===== src/rtl/frg_pkg.sv =====
`timescale 1ns/1ps
package frg_pkg;
  parameter int NUM_RANGES = 5;
  parameter int ADDR_W     = 25;
  parameter int PAGE_W     = 12;
  parameter int REG_W      = 32;
  parameter int WP_BIT     = 31;
  parameter int RP_BIT     = 15;
  parameter int UPPER_LSB  = 16;
  parameter int LOWER_LSB  = 0;

  localparam int LIMIT_W = ADDR_W - PAGE_W;
  localparam int IDX_W   = $clog2(NUM_RANGES);
  localparam logic [REG_W-1:0] LIM_ONES  = REG_W'((1 << LIMIT_W) - 1);
  localparam logic [REG_W-1:0] KEEP_MASK = (REG_W'(1) << WP_BIT) | (REG_W'(1) << RP_BIT)
                                         | (LIM_ONES << UPPER_LSB) | (LIM_ONES << LOWER_LSB);

  typedef struct packed {
    logic [NUM_RANGES-1:0] wrSel;
    logic                  capReq;
    logic                  locked;
  } ctlStrobes_t;
endpackage


===== src/rtl/frg_ctrl.sv =====
`timescale 1ns/1ps
module frg_ctrl
  import frg_pkg::*;
(
  input  logic             clk,
  input  logic             rstN,
  input  logic             regWrEn,
  input  logic [IDX_W-1:0] regWrIdx,
  input  logic             lockStrobe,
  input  logic             reqValid,
  output ctlStrobes_t      ctl,
  output logic             resValid
);
  logic lockedQ;

  always_ff @(posedge clk) begin
    if (!rstN) begin
      lockedQ  <= 1'b0;
      resValid <= 1'b0;
    end else begin
      if (lockStrobe) lockedQ <= 1'b1;
      resValid <= reqValid;
    end
  end

  for (genvar i = 0; i < NUM_RANGES; i++) begin : g_sel
    assign ctl.wrSel[i] = regWrEn && !lockedQ && (regWrIdx == IDX_W'(i));
  end

  assign ctl.capReq = reqValid;
  assign ctl.locked = lockedQ;
endmodule


===== src/rtl/frg_datapath.sv =====
`timescale 1ns/1ps
module frg_datapath
  import frg_pkg::*;
(
  input  logic              clk,
  input  logic              rstN,
  input  ctlStrobes_t       ctl,
  input  logic [REG_W-1:0]  regWrData,
  input  logic [IDX_W-1:0]  regRdIdx,
  output logic [REG_W-1:0]  regRdData,
  input  logic [ADDR_W-1:0] reqAddr,
  input  logic              reqIsWrite,
  input  logic              resValid,
  output logic              blocked,
  output logic [IDX_W-1:0]  hitIdx
);
  logic [REG_W-1:0]      rangeReg [NUM_RANGES];
  logic [ADDR_W-1:0]     addrQ;
  logic                  isWrQ;
  logic [NUM_RANGES-1:0] match;
  logic [IDX_W-1:0]      firstIdx;

  always_ff @(posedge clk) begin
    if (!rstN) begin
      for (int i = 0; i < NUM_RANGES; i++) rangeReg[i] <= '0;
      addrQ <= '0;
      isWrQ <= 1'b0;
    end else begin
      for (int i = 0; i < NUM_RANGES; i++)
        if (ctl.wrSel[i]) rangeReg[i] <= regWrData & KEEP_MASK;
      if (ctl.capReq) begin
        addrQ <= reqAddr;
        isWrQ <= reqIsWrite;
      end
    end
  end

  always_comb begin
    regRdData = '0;
    for (int i = 0; i < NUM_RANGES; i++)
      if (regRdIdx == IDX_W'(i)) regRdData = rangeReg[i];
  end

  for (genvar i = 0; i < NUM_RANGES; i++) begin : g_cmp
    logic [LIMIT_W-1:0] upPage, loPage;
    logic [ADDR_W-1:0]  loAddr, hiAddr;
    logic               enSel;
    assign upPage = rangeReg[i][UPPER_LSB +: LIMIT_W];
    assign loPage = rangeReg[i][LOWER_LSB +: LIMIT_W];
    assign loAddr = {loPage, {PAGE_W{1'b0}}};
    assign hiAddr = {upPage, {PAGE_W{1'b1}}};
    assign enSel  = isWrQ ? rangeReg[i][WP_BIT] : rangeReg[i][RP_BIT];
    assign match[i] = enSel && (addrQ >= loAddr) && (addrQ <= hiAddr);
  end

  always_comb begin
    firstIdx = '0;
    for (int i = NUM_RANGES - 1; i >= 0; i--)
      if (match[i]) firstIdx = IDX_W'(i);
  end

  assign blocked = resValid && ctl.locked && (|match);
  assign hitIdx  = blocked ? firstIdx : '0;
endmodule


===== src/rtl/flash_range_guard.sv =====
`timescale 1ns/1ps
module flash_range_guard
  import frg_pkg::*;
(
  input  logic              clk,
  input  logic              rstN,
  input  logic              regWrEn,
  input  logic [IDX_W-1:0]  regWrIdx,
  input  logic [REG_W-1:0]  regWrData,
  input  logic [IDX_W-1:0]  regRdIdx,
  output logic [REG_W-1:0]  regRdData,
  input  logic              lockStrobe,
  input  logic              reqValid,
  input  logic [ADDR_W-1:0] reqAddr,
  input  logic              reqIsWrite,
  output logic              resValid,
  output logic              blocked,
  output logic [IDX_W-1:0]  hitIdx
);
  ctlStrobes_t ctl;

  frg_ctrl u_ctrl (
    .clk(clk), .rstN(rstN), .regWrEn(regWrEn), .regWrIdx(regWrIdx),
    .lockStrobe(lockStrobe), .reqValid(reqValid), .ctl(ctl), .resValid(resValid)
  );

  frg_datapath u_dp (
    .clk(clk), .rstN(rstN), .ctl(ctl), .regWrData(regWrData),
    .regRdIdx(regRdIdx), .regRdData(regRdData), .reqAddr(reqAddr),
    .reqIsWrite(reqIsWrite), .resValid(resValid), .blocked(blocked), .hitIdx(hitIdx)
  );
endmodule


===== config.mk =====
export PLATFORM = sky130hd
export DESIGN_NAME = flash_range_guard
export DESIGN_NICKNAME = d
export VERILOG_FILES = /design/src/rtl/frg_pkg.sv /design/src/rtl/frg_ctrl.sv /design/src/rtl/frg_datapath.sv /design/src/rtl/flash_range_guard.sv
export SDC_FILE = /design/constraint.sdc
export NUM_CORES = 1
export LEC_CHECK = 0
export BUFFER_PORTS_ARGS = -buffer_cell sky130_fd_sc_hd__buf_2
export CORE_MARGIN = 5
export CORE_UTILIZATION = 45
export CTS_BUF_LIST = sky130_fd_sc_hd__clkbuf_4 sky130_fd_sc_hd__clkbuf_8 sky130_fd_sc_hd__clkbuf_16
export DETAILED_ROUTE_END_ITERATION = 10
export PLACE_DENSITY = 0.71
export SETUP_SLACK_MARGIN = 0.05
export SYNTH_ARGS = -nofsm -noshare
export SYNTH_HDL_FRONTEND = slang
export SYNTH_SLANG_ARGS = --single-unit

===== constraint.sdc =====
create_clock -name clk -period 3.8 [get_ports clk]
set_input_delay 0.38 -clock clk [delete_from_list [all_inputs] [get_ports clk]]
set_output_delay 0.38 -clock clk [all_outputs]
set_load 0.02 [all_outputs]

==> metrics.md <==
| Metric | Value |
|---|---|
| Final Non-Filler Cells | roughly 1300 |
| Gr usage total | a little over a fifth |
| Vias in the first global route | roughly 7600 |
| Initial antenna violation count | 0 |
| Hpwl dp | 19950 µm |
| Most frequent cell after synthesis | edfxtp_1 |
| CP startpoint kind | flip-flop |
| Maximum VDD drop | between 0.3 and 0.4 mV |
| Number of fill cells | approximately 1900 |
| Cell family contributing the most delay on the critical path | compound AO/OA/AOI/OAI gates |
| Worst path required time | between 3 and 4 ns |
| Die X | approximately 160 µm |
| Synth area leaders | edfxtp_1 (42%), ha_1 (16%), dfxtp_1 (5.6%) |
| Inserted Clock Buffers | 17 |
| Final Cycle Share | 96.61% |
| Run status | complete, no violations |
| Vias per cell | 5.605 |
| Largest net degree at the start of global routing | 35 |
| Cells along the critical path | ha_1, a21oi_1, o21ai_0, a221oi_1, a21oi_1, or3_1, a211oi_2, buf_2 |
| Cell count after synthesis | a little over 900 |
| RSZ-0062 raised after global routing | no |
| Clk_lat worst skew | approximately 0.43 ns |
| Area Overhead vs Synth | 14.86% |
| Initial Utilization | between 40% and 50% |
| Max FO, Critical Path | 11 |
| Ys flop type | edfxtp_1 |
| GP Congestion | between 0.8 and 0.9 |
| Hold Crit Start | lockStrobe |
| P per Cell Area | 396.5 nW/µm² |
| Compound-Gate Fraction of Synth Area | 12.32% |
| Clock root buffer | clkbuf_16 |
| CP bufs+invs | 1 |
| Asr flop ratio synth | 0% |
| Port Buf Inserts | 97 |
| Reg area | between 4000 and 5000 µm² |
| Worst Hold Class | in -> reg |
| FMAX | about 270 MHz |
| Total power | 4560 µW |
| Initial drt markers | between 500 and 600 |
| Max clock buf depth | 2 |
| Most used cell, CP | a21oi_1 |
| Gr ovfl total | 0 |
| Critical Path Max Stage Delay | 0.72 ns |
| First drt pass iteration count | 6 |
| Setup CP Type | reg -> out |
| Synth cell types | 55 |
| DR vias | ~7400 |
| Final Setup Violations | 0 |
| EDFF count, synth | 140 |
| Maxcap violations | 0 |
| Setup TNS Final | 0 ns |
| Die H | between 150 and 200 µm |
| Top cells by count, synth | edfxtp_1 (140), inv_1 (135), ha_1 (130) |
| Share of the synthesized area in the top cell type | 41.98% |
| Die area | around 25000 µm² |
| Worst Skew | around 0.011 ns |
| Final Max Tran Viols | 0 |
| Final nets | ~1200 |
| XOR/XNOR share of the synthesized area | 0% |
| ANT cells | 0 |
| Actual slew at the worst max-slew pin | ~0.83 ns |
| CP Capture Type | primary output |
| Reg-to-Reg Start | u_ctrl.lockedQ$_SDFFE_PN0P_ |
| CTS HTree Levels | 4 |
| Post-route antenna net violation count | 0 |
| Post-Synth Simple-Gate Area | about a tenth |
| IO Pins | around 110 |
| Total Wirelength | about 27000 µm |
| CTS clk-pin slew, worst paths | ~0.060 ns |
| First-pass GRT wire length | ~42000 µm |
| Area of the multi-input gates | about 4700 µm² |
| Drt drc | 0 |
| Yosys top cell by area | edfxtp_1 |
| Synth Cell Area | 10010 µm² |
| CTS tree | built |
| Worst Path Arrival | approximately 3.3 ns |
| Post-CTS Setup Repair Bufs | 0 |
| Lkg Pwr | just over 0.005 µW |
| Final min period | around 3.7 ns |
| Worst setup startpoint | u_dp.addrQ[18]$_SDFFE_PN0P_ |
| Largest family of logic cells by synthesized area | adder cells |
| Slew headroom | between 40% and 50% |
| # clock sinks | ~170 |
| Critical path's slowest cell | dfxtp_1 |
| Adder-cell area share of the yosys netlist | 16.24% |
| Final hold violations | 0 |
| Synth warnings | 0 |
| Site Rows | between 50 and 60 |
| Layout cells sized above 1 | between 15 and 20% |
| Avg Cell Area, Syn | about 11 µm² |
| Avg WL per Cell | 20.82 µm |
| Seq/Total Area, Yosys | roughly 48% |
| Post-synthesis mux area share | 6.660% |
| Placed Cells | 1282 |
| Core area | 21890 µm² |
| Synthesis-stage register bit count | about 170 |
## final cells by class
type / count / area share, %
flip-flops and latches: 168 / 41.47
multi-input cells: 579 / 40.46
repair buffers: 120 / 5.831
inverters: 135 / 4.406
clock buffers: 20 / 4.003
well taps: 280 / 3.046
clock inverters: 12 / 0.7833
## layer usage
metal  share of wire (%)  vias to the layer above  track usage [%]
met1                  42                     3509            27.48
li1                    -                     3547                -
met4                 3.2                        0            8.453
met3                 5.8                       52            3.935
met5                   0                        -                0
met2                  49                      257            36.11
## power by group
part	switching (µW)	total, µW	leakage [µW]	internal (µW)
clock network	735	1620	0.000281	887
registers	83.5	2190	0.00169	2100
logic	452	750	0.00322	297
## path summary, 6_finish.rpt
kind | endpoint | slack (ns) | cells past startpoint
hold reg to reg | u_ctrl.lockedQ$_SDFFE_PN0P_ | 0.52 | 1
setup reg to reg | u_dp.rangeReg[2][12]$_DFFE_PP_ | 1.72 | 5
hold / removal | u_ctrl.lockedQ$_SDFFE_PN0P_ | 0.15 | 2
setup / recovery | hitIdx[0] | 0.13 | 8
## per-stage QoR
step                      util (%)  worst slack, ns  cell area [µm²]  hold slack [ns]
after global routing         52.54          0.05061            11500           0.1484
after CTS                    52.51           0.1327            11500           0.1322
after floorplan                  -           0.6358            10030           0.4758
after global placement       50.00           0.6583            10950           0.4960
final                        52.54           0.1286            11500           0.1507
after detailed placement     50.00           0.6102            10950           0.5123
## layout by cell type (no fill, tap or decap), types with 3 or more instances in the layout
cell       Yosys  layout
a221oi_1       3       3
buf_4          4      22
o22ai_1       23      23
nor4_1         6       6
nor3_1         5       5
a21o_1        18      18
clkbuf_16      0      17
inv_1        135     135
nand2_1       29      29
clkinv_2       0       4
buf_2          2      97
ha_1         130     130
and3_1         4       4
o21ai_0       26      25
mux2i_1       52      52
and4_1        10      10
edfxtp_1     140     140
o21a_1         4       4
and2_1        29      29
a22oi_1       23      23
nand4_1       19      19
mux4_2         6       6
a21boi_0       3       3
nor2_1        32      32
inv_6          0       4
a21oi_1       65      65
nor2b_1       32      30
conb_1         1       4
nand3_1       19      19
dfxtp_2        0       4
a211o_1        3       3
dfxtp_1       28      24
## kinds of logic (layout without fill, tap and decap cells)
family	after synthesis	count (layout)
flip-flops	168	168
other	1	4
multiplexers	59	59
AND/OR/NAND/NOR	195	195
buffers and inverters	168	287
AO/OA/AOI/OAI	191	191
adder cells (fa/ha/maj)	130	130
## flip-flops by register name, indices dropped and copies added (netlist names)
| register | cells |
|---|---|
| u_dp.rangeReg | 140 |
| u_dp.addrQ | 25 |
| u_ctrl.lockedQ | 1 |
| u_ctrl.resValid | 1 |
| u_dp.isWrQ | 1 |
## what timing repair did
item,in CTS,in global routing
gates resized for setup,0,4
hold buffers,0,0
endpoints found under the setup margin,0,1
(Power assumes the default switching activity.)
